### src/rtl/cfg_bridge_pkg.sv
package cfg_bridge_pkg;
  localparam int OFS_SEL  = 0;
  localparam int OFS_DATA = 1;
  localparam int OFS_LOCK = 2;
  localparam int OFS_LVL  = 3;
  localparam int OFS_MEN  = 4;
  localparam int OFS_CTRL = 5;

  localparam int CB_EN    = 0;
  localparam int CB_RDREQ = 1;
  localparam int CB_WBUSY = 2;
  localparam int CB_ERR   = 3;

  typedef enum logic [1:0] {
    ST_IDLE = 2'd0,
    ST_WR   = 2'd1,
    ST_RD   = 2'd2
  } seq_state_t;
endpackage

### src/rtl/cfg_bridge_regs.sv
module cfg_bridge_regs
  import cfg_bridge_pkg::*;
#(
  parameter int DW = 8,
  parameter int AW = 3
) (
  input  logic          clk,
  input  logic          rst_n,
  input  logic          reg_we,
  input  logic [AW-1:0] reg_addr,
  input  logic [DW-1:0] reg_wdata,
  output logic [DW-1:0] reg_rdata,
  input  logic          busy_wr,
  input  logic          busy_rd,
  input  logic          rd_done,
  input  logic [DW-1:0] rd_byte,
  output logic          start_wr,
  output logic          start_rd,
  output logic          abort_rd,
  output logic          port_sel,
  output logic [1:0]    lock,
  output logic          err_flag
);
  logic          sel_q, men_q, en_q, err_q;
  logic [1:0]    lock_q;
  logic [DW-1:0] data_q, lvl_q;
  logic          idle, hit_data, hit_ctrl;

  always_comb begin
    idle     = ~busy_wr & ~busy_rd;
    hit_data = reg_we && (reg_addr == AW'(OFS_DATA));
    hit_ctrl = reg_we && (reg_addr == AW'(OFS_CTRL));
  end

  // launch decisions; the read path takes the enable being written now
  assign start_wr = hit_data & idle & en_q & men_q;
  assign start_rd = hit_ctrl & reg_wdata[CB_RDREQ] & reg_wdata[CB_EN]
                  & men_q & sel_q & idle;
  assign abort_rd = hit_ctrl & ~reg_wdata[CB_RDREQ] & busy_rd;

  always_ff @(posedge clk) begin
    if (!rst_n) begin
      sel_q  <= 1'b0;
      men_q  <= 1'b0;
      en_q   <= 1'b0;
      lock_q <= '0;
      lvl_q  <= '0;
    end else if (reg_we) begin
      case (reg_addr)
        AW'(OFS_SEL):  sel_q  <= reg_wdata[0];
        AW'(OFS_LOCK): lock_q <= reg_wdata[1:0];
        AW'(OFS_LVL):  lvl_q  <= reg_wdata;
        AW'(OFS_MEN):  men_q  <= reg_wdata[0];
        AW'(OFS_CTRL): en_q   <= reg_wdata[CB_EN];
        default: ;
      endcase
    end
  end

  always_ff @(posedge clk) begin
    if (!rst_n) begin
      data_q <= '0;
      err_q  <= 1'b0;
    end else begin
      if (hit_data && idle)      data_q <= reg_wdata;
      else if (rd_done)          data_q <= rd_byte;

      if (hit_data && !idle)     err_q <= 1'b1;
      else if (hit_ctrl && reg_wdata[CB_ERR]) err_q <= 1'b0;
    end
  end

  always_comb begin
    reg_rdata = '0;
    case (reg_addr)
      AW'(OFS_SEL):  reg_rdata[0]   = sel_q;
      AW'(OFS_DATA): reg_rdata      = data_q;
      AW'(OFS_LOCK): reg_rdata[1:0] = lock_q;
      AW'(OFS_LVL):  reg_rdata      = lvl_q;
      AW'(OFS_MEN):  reg_rdata[0]   = men_q;
      AW'(OFS_CTRL): begin
        reg_rdata[CB_EN]    = en_q;
        reg_rdata[CB_RDREQ] = busy_rd;
        reg_rdata[CB_WBUSY] = busy_wr;
        reg_rdata[CB_ERR]   = err_q;
      end
      default: reg_rdata = '0;
    endcase
  end

  assign port_sel = sel_q;
  assign lock     = lock_q;
  assign err_flag = err_q;
endmodule

### src/rtl/cfg_bridge_seq.sv
module cfg_bridge_seq
  import cfg_bridge_pkg::*;
#(
  parameter int DW = 8
) (
  input  logic          clk,
  input  logic          rst_n,
  input  logic          pwr_good,
  input  logic          start_wr,
  input  logic          start_rd,
  input  logic          abort_rd,
  input  logic          port_sel,
  input  logic [DW-1:0] wr_byte,
  output logic          busy_wr,
  output logic          busy_rd,
  output logic          rd_done,
  output logic [DW-1:0] rd_byte,
  output logic          ibus_req,
  output logic          ibus_we,
  output logic          ibus_port,
  output logic [DW-1:0] ibus_wdata,
  input  logic          ibus_ack,
  input  logic [DW-1:0] ibus_rdata
);
  seq_state_t    state_q;
  logic          port_q;
  logic [DW-1:0] wbyte_q;

  always_ff @(posedge clk) begin
    if (!rst_n) begin
      state_q <= ST_IDLE;
      port_q  <= 1'b0;
      wbyte_q <= '0;
    end else begin
      case (state_q)
        ST_IDLE: begin
          if (pwr_good && start_wr) begin
            state_q <= ST_WR;
            port_q  <= port_sel;
            wbyte_q <= wr_byte;
          end else if (pwr_good && start_rd) begin
            state_q <= ST_RD;
            port_q  <= port_sel;
          end
        end
        ST_WR: if (ibus_ack) state_q <= ST_IDLE;
        ST_RD: if (ibus_ack || abort_rd) state_q <= ST_IDLE;
        default: state_q <= ST_IDLE;
      endcase
    end
  end

  assign busy_wr    = (state_q == ST_WR);
  assign busy_rd    = (state_q == ST_RD);
  assign rd_done    = busy_rd & ibus_ack;
  assign rd_byte    = ibus_rdata;
  assign ibus_req   = busy_wr | busy_rd;
  assign ibus_we    = busy_wr;
  assign ibus_port  = port_q;
  assign ibus_wdata = wbyte_q;
endmodule

### src/rtl/cfg_bridge_arb.sv
module cfg_bridge_arb (
  input  logic       host_cfg_req,
  input  logic       host_ram_req,
  input  logic [1:0] lock,
  input  logic       bridge_busy,
  output logic       host_cfg_gnt,
  output logic       host_ram_gnt
);
  assign host_cfg_gnt = host_cfg_req & ~lock[0] & ~bridge_busy;
  assign host_ram_gnt = host_ram_req & ~lock[1];
endmodule

### src/rtl/cfg_bridge.sv
module cfg_bridge
  import cfg_bridge_pkg::*;
#(
  parameter int DW = 8,
  parameter int AW = 3
) (
  input  logic          clk,
  input  logic          rst_n,
  input  logic          pwr_good,
  input  logic          reg_we,
  input  logic [AW-1:0] reg_addr,
  input  logic [DW-1:0] reg_wdata,
  output logic [DW-1:0] reg_rdata,
  output logic          ibus_req,
  output logic          ibus_we,
  output logic          ibus_port,
  output logic [DW-1:0] ibus_wdata,
  input  logic          ibus_ack,
  input  logic [DW-1:0] ibus_rdata,
  input  logic          host_cfg_req,
  output logic          host_cfg_gnt,
  input  logic          host_ram_req,
  output logic          host_ram_gnt
);
  logic          busy_wr, busy_rd, rd_done;
  logic          start_wr, start_rd, abort_rd, port_sel, err_flag;
  logic [1:0]    lock;
  logic [DW-1:0] rd_byte;

  cfg_bridge_regs #(.DW(DW), .AW(AW)) u_regs (
    .clk(clk), .rst_n(rst_n), .reg_we(reg_we), .reg_addr(reg_addr),
    .reg_wdata(reg_wdata), .reg_rdata(reg_rdata),
    .busy_wr(busy_wr), .busy_rd(busy_rd), .rd_done(rd_done), .rd_byte(rd_byte),
    .start_wr(start_wr), .start_rd(start_rd), .abort_rd(abort_rd),
    .port_sel(port_sel), .lock(lock), .err_flag(err_flag)
  );

  cfg_bridge_seq #(.DW(DW)) u_seq (
    .clk(clk), .rst_n(rst_n), .pwr_good(pwr_good),
    .start_wr(start_wr), .start_rd(start_rd), .abort_rd(abort_rd),
    .port_sel(port_sel), .wr_byte(reg_wdata),
    .busy_wr(busy_wr), .busy_rd(busy_rd), .rd_done(rd_done), .rd_byte(rd_byte),
    .ibus_req(ibus_req), .ibus_we(ibus_we), .ibus_port(ibus_port),
    .ibus_wdata(ibus_wdata), .ibus_ack(ibus_ack), .ibus_rdata(ibus_rdata)
  );

  cfg_bridge_arb u_arb (
    .host_cfg_req(host_cfg_req), .host_ram_req(host_ram_req), .lock(lock),
    .bridge_busy(ibus_req), .host_cfg_gnt(host_cfg_gnt), .host_ram_gnt(host_ram_gnt)
  );
endmodule

### config.mk
export PLATFORM = sky130hd
export DESIGN_NAME = cfg_bridge
export DESIGN_NICKNAME = d
export VERILOG_FILES = /design/src/rtl/cfg_bridge_pkg.sv /design/src/rtl/cfg_bridge_regs.sv /design/src/rtl/cfg_bridge_seq.sv /design/src/rtl/cfg_bridge_arb.sv /design/src/rtl/cfg_bridge.sv
export SDC_FILE = /design/constraint.sdc
export NUM_CORES = 1
export LEC_CHECK = 0
export BUFFER_PORTS_ARGS = -buffer_cell sky130_fd_sc_hd__buf_4
export CAP_MARGIN = 20
export CORE_MARGIN = 2
export CORE_UTILIZATION = 55
export CTS_CLUSTER_SIZE = 14
export DETAILED_ROUTE_END_ITERATION = 10
export PLACE_DENSITY_LB_ADDON = 0.2
export SETUP_SLACK_MARGIN = 0.1
export SLEW_MARGIN = 30
export SYNTH_ARGS = -nofsm -noshare
export SYNTH_HDL_FRONTEND = slang
export SYNTH_HIERARCHICAL = 1
export SYNTH_SLANG_ARGS = --single-unit
### constraint.sdc
create_clock -name clk -period 5.6 [get_ports clk]
set_input_delay 1.12 -clock clk [delete_from_list [all_inputs] [get_ports clk]]
set_output_delay 1.12 -clock clk [all_outputs]
set_load 0.01 [all_outputs]
* Yosys cells after proc, flatten, opt, wreduce, memory -nomap -nowiden
Index checks and enable logic that the tools add are counted.
** Word-level totals
- Memories kept :: 0
- Logic and storage cells :: 79
- Register bits after elaboration :: 33
- Input bits :: 26
- Bits in read-only memories :: 0
- Bits in writable memories :: 0
- Latch bits :: 0
- Output and inout bits :: 21
** Operators by class
- Bitwise operators :: 22
- Eq/ne operators :: 10
- $lt $le $gt $ge :: 0
- Mux-type cells :: 15
- Reduce and logical (&&, ||, !) cells :: 22
- Multiply operators :: 0
- Div/mod/pow operators :: 0
- Shift-type cells :: 0
- Add/subtract/negate cells :: 0
** Operators by type and width (number)
- two-way mux 8 bit :: 2
- bitwise AND 1 bit :: 15
- AND reduction 2 bit :: 7
- case mux 2 bit (3 select lines) :: 2
- two-way mux 2 bit :: 4
- case mux 4 bit (2 select lines) :: 1
- logical AND 1 bit :: 7
- equality test 3 x 2 -> 1 bit, second input constant :: 2
- equality test 3 bit, second input constant :: 2
- NOT 1 bit :: 6
- case mux 1 bit (6 select lines) :: 1
- nonzero test 2 bit :: 3
- two-way mux 1 bit :: 4
- case mux 1 bit (4 select lines) :: 1
- equality test 3 x 1 -> 1 bit, second input constant :: 1
- logical NOT 3 bit :: 1
- inequality test 3 x 1 -> 1 bit, second input constant :: 1
- AND reduction 3 bit :: 1
- equality test 2 x 1 -> 1 bit, second input constant :: 1
- equality test 2 bit, second input constant :: 1
- logical NOT 2 bit :: 1
- inequality test 2 x 1 -> 1 bit, second input constant :: 1
- inequality test 2 bit, second input constant :: 1
- logical NOT 1 bit :: 1
- other kinds (2) :: 2

* Depth between registers and ports, before layout
Gate-level depths: netlist (run 1).
- Word-level depth :: 11
- Mapped depth :: 10
- Gate-level depth less buffers :: 8

* Modules after synthesis
Netlist (run 1), hierarchy kept.
** By module, submodules not included
- cfg_bridge_regs :: sequential area each 440.4 sq um, cells an instance 134, area each 1242.4 sq um, times used 1
- cfg_bridge_seq :: sequential area each 220.2 sq um, cells an instance 68, area each 561.8 sq um, times used 1
- cfg_bridge_arb :: sequential area each 0.0 sq um, cells an instance 2, area each 18.8 sq um, times used 1

* Worst setup path after synthesis (run 1)
No wires, ideal clock.
- Path kind :: input to output
- Start point :: input port reg_addr[1]
- End point :: output port reg_rdata[0]
- Buffers on the path :: 1
- Stages on the path :: 3
- Path slack :: 2.523 ns
- Data required time :: 4.480 ns
- Arrival :: 1.957 ns
- Cell sequence :: buf_6 > mux4_2 > a22o_1
** Between the ends
- Longest elaborated chain between the ends :: 2
- Elaborated cells between the ends (all ways) :: 7
- Classes of those cells :: eq/ne (5); mux (1); reduce/logical (1)
** Ends and longest elaborated chain
- start, declared :: line cfg_bridge.sv:11 : input logic [AW-1:0] reg_addr,
- equality test 3 bit (tied with other cells) :: line cfg_bridge_regs.sv:75 : case (reg_addr)
- case mux 1 bit (6 select lines) * :: line cfg_bridge_regs.sv:75
- end, declared :: line cfg_bridge.sv:13 : output logic [DW-1:0] reg_rdata,
Mark *: on every way between the ends. The rest lies on a longest branch, timed or not.

* Final worst setup path (run 1)
Ends and elaborated chain as after synthesis.

==> results.cfg, run 1 <==
[outcome]
status = complete, no violations

[sta]
period_share_pct = 60.18
setup_tns_ps = 0
setup_viol = 0
drv_slew = 0
finalHoldViolCount = 0
slew_headroom_pct = 65.27
tightest_slew_ps = 521.0
max_freq_mhz = 296.7
rsz0062_at_grt = false
period_needed_ps = 3370
worst_clock_skew_ps = 8.650

[placement]
dp.cells = 273
gp_congestion = 0.8763
hpwl_mm = 3.072
portBuffers = 46

[yosys]
ys_seq_area_share_pct = 36.24
synth_xor_area_share_pct = 0
synthCells = 204
ys_warn_count = 6
syn_nets = 233
synth_top_cell_by_area = dfxtp_1
synthAdderAreaFrac_pct = 2.059
synth_mux_area_share_pct = 13.93
synthTopCellsByArea = dfxtp_1 36%, mux2i_1 12%, nand2_1 8.0%, a21boi_0 7.0%, o211a_1 4.4%
synth_top_area_share_pct = 36.24
syn_area_per_cell_um2 = 8.936
netlist_area_mm2 = 0.001823
synth_compound_area_share_pct = 18.19
yosysUniqueCellTypes = 41
post_synth_and_or_nand_nor_area_fraction_pct = 20.93
synth_edf_count = 0
synth_top_family_by_area = simple AND/OR/NAND/NOR gates
ys_ff_latch = 33
synth_flop_cell = dfxtp_1
async_flop_share_pct = 0

[floorplan]
initial_core_util_pct = 58.75
die_area_mm2 = 0.003791
io_pins = 47
fp.dieW_um = 61.57
core.rowCount = 20
die_h_um = 61.57
core_mm2 = 0.003103

[cells_and_area]
instances_no_fill = 281
syn2layout_area_growth_pct = 18.94
layout_common_cells = 46 x buf_4, 39 x nand2_1, 33 x dfxtp_1
final_common_cell = buf_4
fillerInstances = 271
drive_gt1_share_pct = 24.89
final_nets = 265
diodes = 0

[clock_network]
cts_tree = built
clockBufferDepth = 2
root_buffer = clkbuf_4
postCtsHoldBufs = 0
post_cts_resized = 0
insertion_delay_ps = 350
numCtsBuffers = 5
cts.sink_count = 33
cts_setup_buffers = 0
htreeDepth = 2
clkSlewWorstSetupHoldPaths_ps = 110

[critical_path]
r2r_slack_ps = 2830
crit_chain = buf_4 -> mux4_2 -> a22o_1 -> buf_4
max_stage_delay_ps = 530
crit_type = in -> out
cp_max_fo = 17
arrival_ps = 2250
worstSetupEndpointType = output pin
crit_path_start_kind = input port
cpMaxStageDelayCell = mux4_2
crit_top_cell = buf_4
cp_data_required_time_ps = 4480

[pwr]
pwr-share-clk_pct = 39.0
p_sw_mw = 0.1202
cellLeakagePower_nw = 0.8964
intPower_mw = 0.3583
comb_power_share_pct = 10.6
p_seq_share_pct = 50.4
ir_drop_mv = 0.1783
swShare_pct = 25.12
p_per_area_mw_per_mm2 = 220.7

[routing]
wl_per_cell_um = 15.47
wl_mm = 4.348
first_pass_iters = 4
drtIter0Drc = 62
num_vias = 1560
ant_nets = 0
viasPerCell = 5.552
route.detailed.drc = 0

[global_routing]
grt-ovfl-total = 0
grt.total_usage_pct = 24.55
grt_max_degree = 36
grt_pass1_vias = 1479
antenna_found_initial = 0
grt_pass1_wl_mm = 6.720

[min_path]
min_path_type = reg -> reg

[flow_run]
max_cap_viol_count = 0
==> Yosys cell counts, types with 2 or more instances <==
library cell / count
o2bb2ai_1: 2
nor2_1: 6
inv_1: 5
mux2i_1: 22
nor2b_1: 8
o211a_1: 8
ha_1: 3
buf_4: 9
a21boi_0: 17
clkbuf_1: 5
and2_1: 3
buf_6: 3
buf_2: 3
o21ai_0: 11
nand2_1: 39
nand4b_1: 2
dfxtp_1: 33
a21oi_1: 2
==> per-layer routing <==
metal  part of all wire (%)  track usage (%)  vias up
li1                       -                -      770
met1                     44            31.01      739
met2                     49            40.90       45
met3                    5.7            6.513        6
met4                    1.0            7.599        0
met5                      0                0        -
==> cell type report <==
class                      instances  area (um^2)  share of cell area (%)
multi-input combinational        145         1005                   46.34
sequential                        33        660.6                   30.47
clock buffer                       5        37.54                   1.731
timing repair buffer              46        345.3                   15.93
inverter                           5        18.77                  0.8656
clock inverter                     3        46.29                   2.135
tap                               44        55.05                   2.539
==> final timing paths <==
path,from,end,cells after the start
setup reg to reg,u_seq/state_q[1],u_seq/state_q[1],8
setup / recovery,reg_addr[1],reg_rdata[0],4
hold / removal,u_regs/lvl_q[1],u_regs/lvl_q[1],2
hold reg to reg,u_regs/lvl_q[1],u_regs/lvl_q[1],2
==> kinds of logic (layout without fill, tap and decap cells) <==
family	Yosys count	count (layout)
and+or+nand+nor	73	73
adders and majority gates	3	3
AOI/OAI and AO/OA	45	45
muxes	24	24
DFF	33	33
buffers and inverters	26	59
==> stage by stage <==
step	worst slack, ps	total power, mW	utilization, %	instance area (um^2)	hold slack [ps]
2_1_floorplan	2523	0.2763	-	1823	440.3
3_3_place_gp	2248	0.2945	67.18	2085	450.8
3_5_place_dp	2223	0.2964	67.18	2085	460.6
4_1_cts	2222	0.4783	69.88	2168	481.1
5_1_grt	2187	0.4950	69.88	2168	488.4
6_report	2230	0.4785	69.88	2168	475.3
==> power groups by stage <==
stage | clock network (mW) | logic, mW | registers, mW
global placement | 0 | 0.0484 | 0.246
CTS | 0.187 | 0.0502 | 0.241
detailed placement | 0 | 0.0500 | 0.246
finish | 0.187 | 0.0508 | 0.241
global route | 0.199 | 0.0548 | 0.241
floorplan | 0 | 0.0307 | 0.246
==> worst max-delay path: cells and delay by family <==
kind                   cells  cell delay (ps)
muxes                      1              530
buffers and inverters      2              360
AOI/OAI and AO/OA          1              240
==> state kept, by name (all words and copies together) (netlist names) <==
name and flops:
u_regs/err_flag 1, u_regs/lock 2, u_regs/lvl_q 8, u_seq/state_q 2
u_seq/ibus_port 1, u_regs/men_q 1, u_regs/data_q 8, u_regs/en_q 1
u_regs/port_sel 1, u_seq/ibus_wdata 8
Note: power is estimated with default switching activity, not from simulation.
==> run 2, diff against run 1 <==
--- a/config.mk
+++ b/config.mk
@@ -8,7 +8,7 @@
 export BUFFER_PORTS_ARGS = -buffer_cell sky130_fd_sc_hd__buf_4
 export CAP_MARGIN = 20
 export CORE_MARGIN = 2
-export CORE_UTILIZATION = 55
+export CORE_UTILIZATION = 52
 export CTS_CLUSTER_SIZE = 14
 export DETAILED_ROUTE_END_ITERATION = 10
 export PLACE_DENSITY_LB_ADDON = 0.2
==> constraint.sdc (replaced) <==
create_clock -name clk -period 3.34 [get_ports clk]
set_input_delay 0.668 -clock clk [delete_from_list [all_inputs] [get_ports clk]]
set_output_delay 0.668 -clock clk [all_outputs]
set_load 0.01 [all_outputs]
==> results.cfg, run 2 (same netlist as run 1, synthesis figures left out) <==
[routing]
wl_mm = 4.178
viasPerCell = 5.477
wl_per_cell_um = 14.76
first_pass_iters = 5
num_vias = 1550
wl_met2_mm = 1.869
drt-met1-wl_mm = 2.012
drtIter0Drc = 83
ant_nets = 0
route.detailed.drc = 0
route.met3.wl_um = 235
highest_layer = met4

[sta]
period_needed_ps = 2680
rsz0062_at_grt = false
period_share_pct = 80.23
tightest_slew_ps = 517.4
finalHoldViolCount = 0
drv_slew = 0
setup_ws_ps = 660.2
slew_headroom_pct = 65.50
worst_clock_skew_ps = 11.73
setup_tns_ps = 0
whs_ps = 468.2
setup_viol = 0
max_freq_mhz = 373.2

[pwr]
comb_power_share_pct = 10.3
p_seq_share_pct = 50.0
cellLeakagePower_nw = 0.8995
p_total_mw = 0.8081
ir_drop_mv = 0.2063
swShare_pct = 23.27
p_sw_mw = 0.1881
intPower_mw = 0.6201
p_per_area_mw_per_mm2 = 371.4
pwr-share-clk_pct = 39.7

[clock_network]
htreeDepth = 2
cts_setup_buffers = 0
cts.sink_count = 33
post_cts_resized = 0
clockBufferDepth = 2
cts_tree = built
clkSlewWorstSetupHoldPaths_ps = 110
postCtsHoldBufs = 0
numCtsBuffers = 5
insertion_delay_ps = 340
root_buffer = clkbuf_4

[placement]
dp.cells = 275
gp_congestion = 0.9132
dpl_worst_slack_ps = 671.0
portBuffers = 46
hpwl_mm = 2.917

[floorplan]
die_h_um = 63.21
fp.dieW_um = 63.21
core.rowCount = 21
core_mm2 = 0.003363
initial_core_util_pct = 54.20
die_area_mm2 = 0.003996
io_pins = 47

[critical_path]
r2r_slack_ps = 660
max_stage_delay_ps = 470
reg2reg_depth = 8
rr_startpoint = u_seq/state_q[1]
cpMaxStageDelayCell = or2_0
crit_chain = inv_1 -> ha_1 -> nand4bb_1 -> or2_0 -> nor2_1 -> o211ai_1 -> or4b_1 -> o21ai_0
worstSetupEndpointType = flop
cp_max_fo = 9
crit_path_start_kind = flop
r2r_end = u_seq/state_q[1]
cp_data_required_time_ps = 3610
arrival_ps = 2950
crit_type = reg -> reg

[min_path]
min_path_type = reg -> reg
hold_depth = 2
holdPathEnd = u_regs/lvl_q[0]
hold_start = u_regs/lvl_q[0]

[cells_and_area]
final_nets = 265
diodes = 0
multi_input_area_mm2 = 0.001005
final_common_cell = buf_4
syn2layout_area_growth_pct = 19.36
fillerInstances = 326
regArea_um2 = 660.6
instances_no_fill = 283
drive_gt1_share_pct = 24.89
layout_common_cells = 46 x buf_4, 39 x nand2_1, 33 x dfxtp_1

[global_routing]
grt_pass1_wl_mm = 7.003
grt-ovfl-total = 0
antenna_found_initial = 0
grt_pass1_vias = 1455
grt.total_usage_pct = 22.09
grt_max_degree = 36

[flow_run]
max_cap_viol_count = 0

[outcome]
status = complete, no violations
## run 2: metal layers
layer	global-route usage [%]	vias to the layer above
met1	30.72	726
li1	-	767
met2	34.44	51
met4	6.793	0
met3	4.643	6
met5	0	-
## run 2: power groups by stage
| stage | Clock [mW] | Combinational (mW) | Sequential [mW] |
|---|---|---|---|
| final | 0.320 | 0.0836 | 0.404 |
| after global routing | 0.337 | 0.0921 | 0.405 |
| after CTS | 0.323 | 0.0839 | 0.404 |
| after detailed placement | 0 | 0.0834 | 0.413 |
| after global placement | 0 | 0.0828 | 0.413 |
| after floorplan | 0 | 0.0516 | 0.412 |
## run 2: layout make-up
type | count | area share, %
Clock buffer | 6 | 2.358
Clock inverter | 2 | 1.725
Multi-Input combinational cell | 145 | 46.18
Inverter | 5 | 0.8626
Tap cell | 46 | 2.645
Timing Repair Buffer | 46 | 15.87
Sequential cell | 33 | 30.36
## run 2: how the worst max path moves through the flow
stage                     startpoint               end  depth (start not counted)
floorplan                reg_addr[1]  u_seq/state_q[1]                          9
global placement         reg_addr[1]  u_seq/state_q[1]                          7
detailed placement       reg_addr[1]  u_seq/state_q[1]                          7
CTS                 u_seq/state_q[0]  u_seq/state_q[1]                          8
global route        u_seq/state_q[0]  u_seq/state_q[1]                          8
finish              u_seq/state_q[1]  u_seq/state_q[1]                          8
## run 2: worst max-delay path, delay by kind of cell, from the launching register on
| kind | cells | cell delay [ps] |
|---|---|---|
| simple gates | 4 | 1630 |
| flops | 1 | 370 |
| fa+ha+maj | 1 | 280 |
| compound gates | 2 | 250 |
| buf+inv | 1 | 70 |
## run 2: metrics by stage
stage / util, % / cell area [um^2]
after floorplan: - / 1823
after global placement: 62.05 / 2087
after detailed placement: 62.05 / 2087
after CTS: 64.69 / 2176
after global routing: 64.69 / 2176
final: 64.69 / 2176
